File: config.mk
export PLATFORM = sky130hd
export DESIGN_NAME = split_bank_mapper
export DESIGN_NICKNAME = d
export VERILOG_FILES = /design/src/rtl/sbm_pkg.sv /design/src/rtl/sbm_ctrl.sv /design/src/rtl/sbm_datapath.sv /design/src/rtl/split_bank_mapper.sv
export SDC_FILE = /design/constraint.sdc
export NUM_CORES = 1
export LEC_CHECK = 0
export CORE_AREA = 2 2 39 41
export DETAILED_ROUTE_END_ITERATION = 10
export DIE_AREA = 0 0 41 43
export PLACE_DENSITY = 0.64
export SYNTH_ARGS = -nofsm -noshare
export SYNTH_HDL_FRONTEND = slang
export SYNTH_SLANG_ARGS = --single-unit
File: constraint.sdc
create_clock -name clk -period 1.9 [get_ports clk]
set_input_delay 0.38 -clock clk [delete_from_list [all_inputs] [get_ports clk]]
set_output_delay 0.38 -clock clk [all_outputs]
set_load 0.03 [all_outputs]
File: src/rtl/sbm_pkg.sv
`timescale 1ns/1ps
package sbm_pkg;
  typedef struct packed {
    logic bankLoad;   // hotspot write seen this cycle
    logic winHit;     // access falls in cartridge window
    logic upperHalf;  // access targets fixed half
    logic readOut;    // cartridge should drive the data bus
  } sbmStrobes_t;
endpackage

File: src/rtl/sbm_ctrl.sv
`timescale 1ns/1ps
module sbm_ctrl
  import sbm_pkg::*;
#(
  parameter int ADDR_W = 13,
  parameter logic [ADDR_W-2:0] HOT_ADDR = 'h03F
) (
  input  logic [ADDR_W-1:0] cpuAddr,
  input  logic              wrStrobe,
  output sbmStrobes_t       strobes
);
  localparam int OFF_W = ADDR_W - 1;

  logic inWindow;
  logic hotMatch;

  assign inWindow = cpuAddr[ADDR_W-1];
  assign hotMatch = (cpuAddr[OFF_W-1:0] == HOT_ADDR);

  always_comb begin
    strobes.winHit    = inWindow;
    strobes.upperHalf = cpuAddr[OFF_W-1];
    strobes.bankLoad  = wrStrobe && !inWindow && hotMatch;
    strobes.readOut   = inWindow && !wrStrobe;
  end
endmodule

File: src/rtl/sbm_datapath.sv
`timescale 1ns/1ps
module sbm_datapath
  import sbm_pkg::*;
#(
  parameter int BANK_W    = 8,
  parameter int ROM_BANKS = 4,
  parameter int HALF_W    = 11,
  localparam int SEL_W    = (ROM_BANKS > 1) ? $clog2(ROM_BANKS) : 1,
  localparam int ROM_AW   = HALF_W + SEL_W
) (
  input  logic              clk,
  input  logic              rstN,
  input  sbmStrobes_t       strobes,
  input  logic [BANK_W-1:0] cpuData,
  input  logic [HALF_W-1:0] halfOffset,
  output logic [ROM_AW-1:0] romAddr,
  output logic              romCe,
  output logic              dataOe
);
  localparam logic [SEL_W-1:0] LAST_SEL = SEL_W'(ROM_BANKS - 1);

  logic [BANK_W-1:0] bankReg;
  logic [SEL_W-1:0]  bankSel;

  always_ff @(posedge clk or negedge rstN) begin
    if (!rstN) bankReg <= '0;
    else if (strobes.bankLoad) bankReg <= cpuData;
  end

  always_comb begin
    bankSel = strobes.upperHalf ? LAST_SEL : bankReg[SEL_W-1:0];
    romAddr = {bankSel, halfOffset};
    romCe   = strobes.winHit;
    dataOe  = strobes.readOut;
  end

  AST_BANK_LOAD: assert property (@(posedge clk) disable iff (!rstN)
    strobes.bankLoad |=> bankReg == $past(cpuData));
  AST_BANK_HOLD: assert property (@(posedge clk) disable iff (!rstN)
    !strobes.bankLoad |=> $stable(bankReg));
  AST_RESET_BANK: assert property (@(posedge clk) disable iff (!rstN)
    $rose(rstN) |-> bankReg == '0);
endmodule

File: src/rtl/split_bank_mapper.sv
`timescale 1ns/1ps
module split_bank_mapper
  import sbm_pkg::*;
#(
  parameter int BANK_W    = 8,
  parameter int ROM_BANKS = 4,
  localparam int ADDR_W   = 13,
  localparam int HALF_W   = ADDR_W - 2,
  localparam int ROM_AW   = HALF_W + $clog2(ROM_BANKS)
) (
  input  logic              clk,
  input  logic              rstN,
  input  logic [ADDR_W-1:0] cpuAddr,
  input  logic [BANK_W-1:0] cpuData,
  input  logic              wrStrobe,
  output logic [ROM_AW-1:0] romAddr,
  output logic              romCe,
  output logic              dataOe
);
  sbmStrobes_t strobes;

  sbm_ctrl #(.ADDR_W(ADDR_W)) ctrl_i (
    .cpuAddr (cpuAddr),
    .wrStrobe(wrStrobe),
    .strobes (strobes)
  );

  sbm_datapath #(.BANK_W(BANK_W), .ROM_BANKS(ROM_BANKS), .HALF_W(HALF_W)) dp_i (
    .clk       (clk),
    .rstN      (rstN),
    .strobes   (strobes),
    .cpuData   (cpuData),
    .halfOffset(cpuAddr[HALF_W-1:0]),
    .romAddr   (romAddr),
    .romCe     (romCe),
    .dataOe    (dataOe)
  );

  AST_FIXED_UPPER: assert property (@(posedge clk) disable iff (!rstN)
    (cpuAddr[ADDR_W-1] && cpuAddr[ADDR_W-2]) |-> (romAddr[ROM_AW-1:HALF_W] == '1));
  AST_OFFSET_PASS: assert property (@(posedge clk) disable iff (!rstN)
    romCe |-> (romAddr[HALF_W-1:0] == cpuAddr[HALF_W-1:0]));
  AST_OE_NEEDS_CE: assert property (@(posedge clk) disable iff (!rstN)
    dataOe |-> romCe);
  AST_NO_OE_ON_WRITE: assert property (@(posedge clk) disable iff (!rstN)
    wrStrobe |-> !dataOe);
endmodule

Word level (Yosys, flattened, before mapping)
Cells that the tools add are included. W data, S select, Z words.

Output and inout bits: 15. Word-level logic and storage cells: 8. Register bits after elaboration: 2.

Reduce and logical (&&, ||, !) cells: 5. Multiplexer cells: 1. Equal/unequal tests: 1.

Operator list (number): $eq A12 B6 Y1 const B (1); $logic_and A1 B1 Y1 (3); $logic_not A1 Y1 (2); $mux W2 (1).

Logic depth before layout (Yosys ltp)
Gate-level depths: netlist of run 1.

Depth after elaboration: 3. Depth in mapped cells: 3. Mapped depth without buffers: 3.

Modules after synthesis
From an unflattened synthesis of run 1, not the netlist that was laid out.

Cells, all modules: 27. Area, all modules: 252.7 µm².

By module, submodules not included: sbm_datapath (area an instance 182.7 µm², times used 1, seq. area each 50.0 µm², cells each 19); sbm_ctrl (area an instance 70.1 µm², times used 1, seq. area each 0.0 µm², cells each 8).

Least setup slack after synthesis of run 1
No wires, ideal clock.

Kind: input to output. Start: input port cpuAddr[12]. End: output port dataOe. Path buffers: 0. Stages: 1. Path slack: 0.685 ns. Data required time: 1.520 ns. Data arrival time: 0.835 ns. Path through: nor2b_1.

Cells in the longest elaborated chain, start to end: 1.

Ends and longest elaborated chain: start, declared (line split_bank_mapper.sv:13) `input logic [ADDR_W-1:0] cpuAddr,`; $logic_and A1 B1 Y1 (line sbm_ctrl.sv:24) `strobes.readOut = inWindow && !wrStrobe;`; end, declared (line split_bank_mapper.sv:18) `output logic dataOe`.

No other way between the ends.

Worst setup path in the final report of run 1
Start: input port cpuAddr[11]. End: output port romAddr[11].

Cells in the longest elaborated chain, start to end: 1.

Ends and longest elaborated chain: $mux W2 (line sbm_datapath.sv:31) `bankSel = strobes.upperHalf ? LAST_SEL : bankReg[SEL_W-1:0];`; end, declared (line split_bank_mapper.sv:16) `output logic [ROM_AW-1:0] romAddr,`.

No other way between the ends.

==> run_results.csv, run 1 <==
group,metric,value,unit
sta,grt_setup_unrepaired,"no",
power,power_density,511,nW/um^2
logic_synthesis,syn_inst,24,
logic_synthesis,synth_commonest_cells,"12 x buf_4, 2 x dfrtp_1, 2 x mux2_1, 2 x or2_2",
clock_network,clock_path_buffers,2,
drt,ant_nets,0,
worst_setup_path,r2r_start,"dp_i.bankReg[0]$_DFFE_PN0P_",
sta,fin_crit,1.84,ns
clock_network,clk_latency,0.22,ns
place,place.gp.congestion,0.535,
drt,drc_errors,0,
worst_setup_path,crit_chain,"clkdlybuf4s50_1 -> or2_2 -> dlygate4sd2_1",
flow_run,cap_viol_max_count,0,
logic_synthesis,yosys.area.top_type,"buf_4",
drt,drtIter0Drc,0,
clock_network,cts_tree,"yes",
logic_synthesis,synth_area_leaders,"buf_4 40%, dfrtp_1 22%, mux2_1 9.9%",
worst_setup_path,cp_num_buf_inv,2,
clock_network,htreeDepth,1,
worst_setup_path,crit_start,"cpuAddr[11]",
worst_setup_path,criticalPathCategory,"in2out",
power,p_int,168,uW
place,post-place-cells,61,
cells_and_area,max_flop_register,"dp_i.bankReg",
worst_setup_path,critPathMaxStageDelay,0.43,ns
drt,drtPass1Iterations,1,
floorplan,start_util,16.5,%
grt,antenna_found_initial,0,
worst_setup_path,crit_family,"buffers and inverters",
power,clockPowerShare,38.5,%
power,swShare,30.4,%
power,p_comb_share,43.7,%
floorplan,die_h,43,um
logic_synthesis,syn-cell-area,228,sq um
worst_setup_path,critPathLaunchType,"input port",
power,seqPwrFrac,17.8,%
logic_synthesis,yosys_most_used_dff,"dfrtp_1",
drt,wl_per_cell,8.56,um
clock_network,cts.sink_count,2,
drt,met3_length,73,um
sta,clock.fmax,544,MHz
power,power.total,242,uW
sta,tns,0,ns
clock_network,clk_pin_slew,0.03,ns
logic_synthesis,synth.distinct_cells,10,
cells_and_area,reg.largest.list,"dp_i.bankReg x2",
drt,routed_via_density,3.95,
logic_synthesis,yosys_warnings,0,
grt,overflow,0,
drt,vias,253,
logic_synthesis,ys_seq_elements,2,
drt,met2_wirelength,291,um
floorplan,die_area,1760,sq um
logic_synthesis,syn_area_per_cell,9.49,sq um
cells_and_area,largest_register_ffs,2,
sta,finalHoldViolations,0,
worst_setup_path,cp-end-kind,"output pin",
clock_network,cts-root-buf,"clkbuf_4",
worst_setup_path,critPathMaxFanout,3,
power,p_leak,0.000221,uW
grt,grt_pass1_wl,952,um
cells_and_area,stdcell_count,64,
sta,min_period_over_period,96.7,%
clock_network,holdBufCountCts,0,
logic_synthesis,synthArstFlopShare,100,%
sta,setup_viol,0,
cells_and_area,drive_gt1_share,43.8,%
power,switchingPower,73.5,uW
drt,wl_met1,167,um
run_status,outcome,"completed",
power,ir_worst_vdd,339,uV
floorplan,fp.dieW,41,um
floorplan,io_pins,39,
floorplan,num_rows,14,
clock_network,post_cts_buffers,0,
worst_setup_path,arrival,1.46,ns
worst_setup_path,critPathSlowestCell,"clkdlybuf4s50_1",
sta,max-slew-margin-rel,79.7,%
logic_synthesis,synth_edf_count,0,
logic_synthesis,seq_area_frac_synth,22.0,%
clock_network,cts_buffers,3,
drt,topRoutingLayerUsed,"met4",
hold_path,min_path_type,"in2async",
cells_and_area,syn_to_final_growth,108,%
place,port_buffers,32,
floorplan,fp.coreArea,1380,sq um
logic_synthesis,synth_top_area_share,39.6,%
sta,maxSlewViolCount,0,
cells_and_area,diodes,0,
grt,grt.total_usage,8.73,%
sta,final.setup_skew,0,ns
grt,grt_pass1_vias,245,
worst_setup_path,cp.required,1.52,ns
drt,routed_wirelength,548,um
logic_synthesis,synth_fp_nets,48,
cells_and_area,fin_nets,74,
sta,worst_pin_slew,0.305,ns
grt,grt_max_degree,4,
logic_synthesis,yosysMostFrequentCell,"buf_4",
-- worst paths after layout --
path	end	slack, ns	cells past startpoint
max	romAddr[11]	0.06	3
max in group asynchronous	dp_i.bankReg[0]$_DFFE_PN0P_	1.46	1
min in group clk	dp_i.bankReg[1]$_DFFE_PN0P_	0.48	1
min reg2reg	dp_i.bankReg[1]$_DFFE_PN0P_	0.48	1
max reg2reg	dp_i.bankReg[0]$_DFFE_PN0P_	1.13	1
min	dp_i.bankReg[1]$_DFFE_PN0P_	0.32	1
-- logic make-up (layout without fill, tap and decap cells) --
family / Yosys count / in the layout / share of synthesized area, %
buffers and inverters: 12 / 36 / 39.6
multiplexers: 2 / 2 / 9.89
flip-flops: 2 / 2 / 22.0
AND/OR/NAND/NOR: 8 / 8 / 28.6
-- placed cells by master, fill, tap and decap left out --
master            n
and4bb_2          1
nor2_1            1
nor2b_1           1
or2_2             2
nand4_1           1
and4_1            1
clkbuf_4          3
clkdlybuf4s50_1  17
dfrtp_1           2
dlygate4sd2_1     2
nor4b_2           1
buf_4            14
mux2_1            2
-- power groups by stage --
stage / Clock [uW] / Combinational [uW] / Sequential, uW
finish: 93.1 / 106 / 43.1
global route: 107 / 113 / 43.0
CTS: 97.2 / 107 / 43.1
detailed placement: 0 / 109 / 43.5
global placement: 0 / 108 / 43.5
floorplan: 0 / 60.3 / 43.5
-- stage by stage --
step / setup slack [ns] / utilization (%) / instance area (sq um) / hold WS (ns)
6_report: 0.0620 / 34.2 / 473 / 0.318
4_1_cts: 0.0560 / 34.2 / 473 / 0.316
3_3_place_gp: -0.182 / 32.7 / 453 / 0.482
3_5_place_dp: -0.186 / 32.7 / 453 / 0.482
2_1_floorplan: 0.685 / - / 228 / 0.0844
5_1_grt: 0.00407 / 34.2 / 473 / 0.311
-- routing by layer --
layer | vias up | track usage, %
li1 | 123 | -
met1 | 110 | 8.68
met2 | 18 | 12.2
met3 | 2 | 3.14
met4 | 0 | 10.0
met5 | - | 0
-- area by class of cell --
class,instances,area (sq um)
fill,137,911
sequential,2,50.0
tap,16,20.0
multi-input combinational,10,87.6
timing repair buffer,33,293
clock buffer,3,22.5
-- timing repair --
item	4_1_cts	5_1_grt
hold endpoints to repair	0	0
endpoints found under the setup margin	2	0
gates resized for setup	2	0
Note: power is estimated with default switching activity, not from simulation.
==> run 2: changes to the inputs <==
--- a/config.mk
+++ b/config.mk
@@ -5,10 +5,11 @@
 export SDC_FILE = /design/constraint.sdc
 export NUM_CORES = 1
 export LEC_CHECK = 0
+export ABC_AREA = 1
 export CORE_AREA = 2 2 39 41
 export DETAILED_ROUTE_END_ITERATION = 10
 export DIE_AREA = 0 0 41 43
-export PLACE_DENSITY = 0.64
+export PLACE_DENSITY = 0.67
 export SYNTH_ARGS = -nofsm -noshare
 export SYNTH_HDL_FRONTEND = slang
 export SYNTH_SLANG_ARGS = --single-unit
==> run 2 against run 1 <==
Area after synthesis increased by 15%; clock skew unchanged; setup slack worse by 0.0088 ns; critical path depth stayed put; critical endpoint is now romAddr[12]; sequential power hardly changed; power increased by 1.3%; maximum frequency down 0.48%.
==> run_results.csv, run 2 <==
group,metric,value,unit
run_status,outcome,"completed",
clock_network,clock_path_buffers,2,
logic_synthesis,synth_commonest_cells,"12 x buf_4, 10 x nand2_1, 3 x inv_1, 3 x nor2_1, 3 x nor2_2",
floorplan,die_h,43,um
place,port_buffers,32,
drt,drtIter0Drc,1,
logic_synthesis,syn-cell-area,263,sq um
logic_synthesis,ys_seq_elements,2,
drt,vias,304,
sta,fin_crit,1.85,ns
floorplan,fp.dieW,41,um
sta,clock.fmax,541,MHz
worst_setup_path,critPathMaxFanout,3,
place,place.gp.congestion,0.597,
worst_setup_path,reg2reg_depth,2,
worst_setup_path,criticalPathCategory,"in2out",
clock_network,cts_buffers,3,
sta,maxSlewViolCount,0,
drt,wl_per_cell,7.13,um
grt,grt_pass1_wl,903,um
cells_and_area,fin_area,500,sq um
worst_setup_path,arrival,1.47,ns
clock_network,clk_pin_slew,0.03,ns
worst_setup_path,critPathLaunchType,"input port",
worst_setup_path,cp-end-kind,"output pin",
place,post-place-cells,76,
cells_and_area,nFillCells,165,
logic_synthesis,yosys.area.top_type,"buf_4",
grt,antenna_found_initial,0,
cells_and_area,syn_to_final_growth,90.5,%
clock_network,cts-root-buf,"clkbuf_4",
grt,grt_max_degree,4,
power,power_density,489,nW/um^2
floorplan,start_util,19.0,%
floorplan,die_area,1760,sq um
clock_network,cts.sink_count,2,
cells_and_area,diodes,0,
clock_network,clk_latency,0.22,ns
grt,grt_pass1_vias,263,
logic_synthesis,yosys_warnings,0,
power,p_leak,0.000251,uW
drt,ant_nets,0,
hold_path,min_path_type,"in2async",
logic_synthesis,syn_inst,40,
place,dp_hpwl,503,um
place,place_area,480,sq um
drt,routed_via_density,3.85,
logic_synthesis,synth.distinct_cells,11,
cells_and_area,max_flop_register,"dp_i.bankReg",
sta,final.setup_skew,0,ns
clock_network,cts_tree,"yes",
logic_synthesis,seq_area_frac_synth,19.0,%
logic_synthesis,yosysMostFrequentCell,"buf_4",
drt,drc_errors,0,
cells_and_area,final_common_cell,"clkdlybuf4s50_1",
clock_network,htreeDepth,1,
logic_synthesis,synth_edf_count,0,
grt,grt.total_usage,8.33,%
logic_synthesis,syn_area_per_cell,6.57,sq um
clock_network,post_cts_buffers,0,
logic_synthesis,synth_top_area_share,34.3,%
flow_run,cap_viol_max_count,0,
floorplan,io_pins,39,
worst_setup_path,cp.required,1.52,ns
sta,worst_pin_slew,0.297,ns
floorplan,num_rows,14,
drt,routed_wirelength,563,um
power,ir_worst_vdd,301,uV
cells_and_area,reg.largest.list,"dp_i.bankReg x2",
sta,setup_viol,0,
logic_synthesis,yosys_most_used_dff,"dfrtp_1",
sta,grt_setup_unrepaired,"no",
grt,overflow,0,
cells_and_area,drive_gt1_share,38.1,%
sta,max-slew-margin-rel,80.2,%
cells_and_area,stdcell_count,79,
sta,finalHoldViolations,0,
cells_and_area,largest_register_ffs,2,
sta,min_period_over_period,97.2,%
logic_synthesis,synth_fp_nets,64,
logic_synthesis,synth_area_leaders,"buf_4 34%, dfrtp_1 19%, nand2_1 14%",
floorplan,fp.coreArea,1380,sq um
drt,drtPass1Iterations,3,
clock_network,holdBufCountCts,0,
logic_synthesis,synthArstFlopShare,100,%
cells_and_area,layout_common_cells,"17 x clkdlybuf4s50_1, 13 x buf_4, 10 x nand2_1",
cells_and_area,fin_nets,89,
clock_network,ctsResizeCount,2,
run 2: changes by cell type after synthesis, moves of 2 or more:
cell,change
nor2_2,+3
inv_1,+3
nand3_1,+2
nor2_1,+2
nand2_1,+10
mux2_1,-2
run 2: path summary, 6_finish.rpt:
| check | startpoint | endpoint | slack [ns] |
|---|---|---|---|
| setup / recovery | cpuAddr[11] | romAddr[12] | 0.05 |
| min in group clk | dp_i.bankReg[0]$_DFFE_PN0P_ | dp_i.bankReg[0]$_DFFE_PN0P_ | 0.46 |
| setup reg to reg | dp_i.bankReg[1]$_DFFE_PN0P_ | dp_i.bankReg[1]$_DFFE_PN0P_ | 1.32 |
| hold / removal | rstN | dp_i.bankReg[1]$_DFFE_PN0P_ | 0.32 |
| hold reg to reg | dp_i.bankReg[0]$_DFFE_PN0P_ | dp_i.bankReg[0]$_DFFE_PN0P_ | 0.46 |
| max in group asynchronous | rstN | dp_i.bankReg[0]$_DFFE_PN0P_ | 1.46 |
run 2: cell type report:
| class | count | area, sq um | area share, % |
|---|---|---|---|
| Clock buffer | 3 | 22.5 | 4.50 |
| Inverter | 4 | 15.0 | 3.00 |
| Multi-Input combinational cell | 22 | 108 | 21.5 |
| Sequential cell | 2 | 50.0 | 10.0 |
| Tap cell | 16 | 20.0 | 4.00 |
| Timing Repair Buffer | 32 | 285 | 57.0 |
run 2: routing by layer:
layer  share of wire (%)  GRT usage, %  routed length, um
met2                  49          11.9                274
met4                 4.3          10.0                 24
met3                  14          3.14                 80
met1                  33          7.72                184
met5                   0             0                  0
run 2: kinds of logic (layout without fill, tap and decap cells):
group	count (synthesis)	count (layout)	synth area share (%)
simple gates	22	22	41.0
flops	2	2	19.0
buf+inv	16	39	40.0
run 2: report_power, final:
| group | total, uW | internal (uW) | switching (uW) |
|---|---|---|---|
| clock network | 92.9 | 69.6 | 23.3 |
| logic | 109 | 55.0 | 54.0 |
| registers | 43.1 | 43.0 | 0.0437 |
| total | 245 | 168 | 77.3 |
run 2: metrics by stage:
step / worst slack [ns] / setup TNS (ns) / util [%] / power, uW / hold slack [ns]
2_1_floorplan: 0.718 / 0 / - / 108 / 0.0844
3_3_place_gp: -0.186 / -0.371 / 34.7 / 155 / 0.459
3_5_place_dp: -0.204 / -0.401 / 34.7 / 155 / 0.461
4_1_cts: 0.0361 / 0 / 36.2 / 251 / 0.316
5_1_grt: 0.0105 / 0 / 36.2 / 267 / 0.315
6_report: 0.0531 / 0 / 36.2 / 245 / 0.323
run 2: worst max-delay path, cell delays in order:
cell and delay, ns:
clkdlybuf4s50_1 0.44, or2_2 0.30, dlygate4sd2_1 0.35
==> run 3: changes to the inputs <==
--- a/config.mk
+++ b/config.mk
@@ -6,10 +6,11 @@
 export NUM_CORES = 1
 export LEC_CHECK = 0
 export ABC_AREA = 1
+export CAP_MARGIN = 20
 export CORE_AREA = 2 2 39 41
 export DETAILED_ROUTE_END_ITERATION = 10
 export DIE_AREA = 0 0 41 43
-export PLACE_DENSITY = 0.67
+export PLACE_DENSITY = 0.79
 export SYNTH_ARGS = -nofsm -noshare
 export SYNTH_HDL_FRONTEND = slang
 export SYNTH_SLANG_ARGS = --single-unit
==> run 3 against run 2 <==
Sequential share of layout area is the same; sequential power is essentially flat; non-clock buffer count is the same; power grew 0.32%; clock power is essentially flat; flip-flop and latch count is the same; via count grew 0.66%; first-iteration DRC count grew 100%; critical path depth is the same; critical path type unchanged.
==> run_results.csv, run 3 (same netlist as run 2, synthesis figures left out) <==
group,metric,value,unit
place,post-place-cells,76,
worst_setup_path,r2r_start,"dp_i.bankReg[0]$_DFFE_PN0P_",
floorplan,start_util,19.0,%
place,dp_hpwl,570,um
power,swShare,31.8,%
flow_run,cap_viol_max_count,0,
worst_setup_path,crit_chain,"clkdlybuf4s50_1 -> or2_2 -> dlygate4sd2_1",
power,power.total,246,uW
cells_and_area,final_common_cell,"clkdlybuf4s50_1",
clock_network,cts_buffers,3,
cells_and_area,drive_gt1_share,38.1,%
drt,wl_per_cell,7.96,um
worst_setup_path,reg2reg_depth,2,
place,port_buffers,32,
clock_network,holdBufCountCts,0,
worst_setup_path,crit_start,"cpuAddr[11]",
grt,grt.total_usage,8.23,%
clock_network,post_cts_buffers,0,
sta,clock.fmax,541,MHz
cells_and_area,stdcell_count,79,
worst_setup_path,reg2reg_slack,1.32,ns
clock_network,clk_latency,0.22,ns
floorplan,die_h,43,um
sta,final.setup_skew,0,ns
sta,fin_crit,1.85,ns
clock_network,clk_pin_slew,0.03,ns
power,p_comb_share,44.7,%
sta,worst_pin_slew,0.300,ns
clock_network,cts.sink_count,2,
grt,antenna_found_initial,0,
power,p_int,168,uW
cells_and_area,largest_register_ffs,2,
worst_setup_path,arrival,1.47,ns
worst_setup_path,crit_family,"buffers and inverters",
sta,min_period_over_period,97.2,%
cells_and_area,layout_common_cells,"17 x clkdlybuf4s50_1, 13 x buf_4, 10 x nand2_1",
worst_setup_path,critPathSlowestCell,"clkdlybuf4s50_1",
place,place.gp.congestion,0.593,
floorplan,fp.dieW,41,um
grt,grt_pass1_wl,910,um
run_status,outcome,"completed",
sta,finalHoldViolations,0,
worst_setup_path,cp.required,1.52,ns
drt,ant_nets,0,
cells_and_area,nFillCells,156,
cells_and_area,syn_to_final_growth,90.5,%
drt,drtIter0Drc,2,
cells_and_area,max_flop_register,"dp_i.bankReg",
worst_setup_path,critPathMaxStageDelay,0.44,ns
floorplan,num_rows,14,
clock_network,cts_tree,"yes",
hold_path,min_path_type,"in2async",
cells_and_area,final_util,36.2,%
worst_setup_path,critPathLaunchType,"input port",
floorplan,fp.coreArea,1380,sq um
power,power_density,491,nW/um^2
worst_setup_path,critPathMaxFanout,3,
floorplan,die_area,1760,sq um
grt,grt_pass1_vias,272,
sta,max-slew-margin-rel,80.1,%
cells_and_area,diodes,0,
clock_network,cts-root-buf,"clkbuf_4",
sta,setup_viol,0,
cells_and_area,reg.largest.list,"dp_i.bankReg x2",
clock_network,htreeDepth,1,
sta,maxSlewViolCount,0,
clock_network,ctsResizeCount,2,
grt,grt_max_degree,4,
cells_and_area,fin_nets,89,
clock_network,clock_path_buffers,2,
drt,drtPass1Iterations,2,
drt,routed_wirelength,629,um
power,switchingPower,78.1,uW
worst_setup_path,criticalPathCategory,"in2out",
power,seqPwrFrac,17.5,%
drt,drc_errors,0,
worst_setup_path,cp_num_buf_inv,2,
worst_setup_path,r2r_end,"dp_i.bankReg[0]$_DFFE_PN0P_",
power,clockPowerShare,37.8,%
worst_setup_path,cp-end-kind,"output pin",
power,ir_worst_vdd,293,uV
grt,overflow,0,
drt,vias,306,
cells_and_area,fin_area,500,sq um
drt,routed_via_density,3.87,
sta,grt_setup_unrepaired,"no",
place,place_area,480,sq um
power,p_leak,0.000251,uW
floorplan,io_pins,39,
-- run 3: layer usage --
metal  global-route usage, %  vias to the layer above  wire [um]
met2                    14.1                       20        336
met5                       0                        -          0
li1                        -                      155          -
met1                    6.11                      127        190
met4                    10.0                        0         24
met3                    1.57                        4         78
-- run 3: worst max path at each step --
| stage | end | slack [ns] | cells past startpoint |
|---|---|---|---|
| 2_1_floorplan | dataOe | 0.72 | 2 |
| 3_5_place_dp | romAddr[11] | -0.20 | 3 |
| 3_3_place_gp | romAddr[12] | -0.18 | 3 |
| 6_report | romAddr[11] | 0.05 | 3 |
| 4_1_cts | romAddr[11] | 0.04 | 3 |
| 5_1_grt | romAddr[11] | 0.02 | 3 |
-- run 3: layout make-up --
class | instances | area [sq um] | share of cell area [%]
Inverter | 4 | 15.0 | 3.00
Multi-Input combinational cell | 22 | 108 | 21.5
Sequential cell | 2 | 50.0 | 10.0
Timing Repair Buffer | 32 | 285 | 57.0
Clock buffer | 3 | 22.5 | 4.50
Tap cell | 16 | 20.0 | 4.00
-- run 3: power by group through the flow --
stage          Clock, uW  Sequential (uW)  Combinational (uW)
2_1_floorplan          0             43.5                64.6
5_1_grt             98.2             43.1                 117
3_5_place_dp           0             43.5                 113
3_3_place_gp           0             43.5                 111
4_1_cts             97.1             43.1                 111
6_report            92.8             43.1                 110
-- run 3: metrics by stage --
step                TNS, ns  hold slack [ns]  worst slack (ns)
floorplan                 0           0.0844             0.718
global placement     -0.353            0.456            -0.176
detailed placement   -0.390            0.452            -0.197
CTS                       0            0.322            0.0421
global route              0            0.336            0.0184
finish                    0            0.324            0.0532
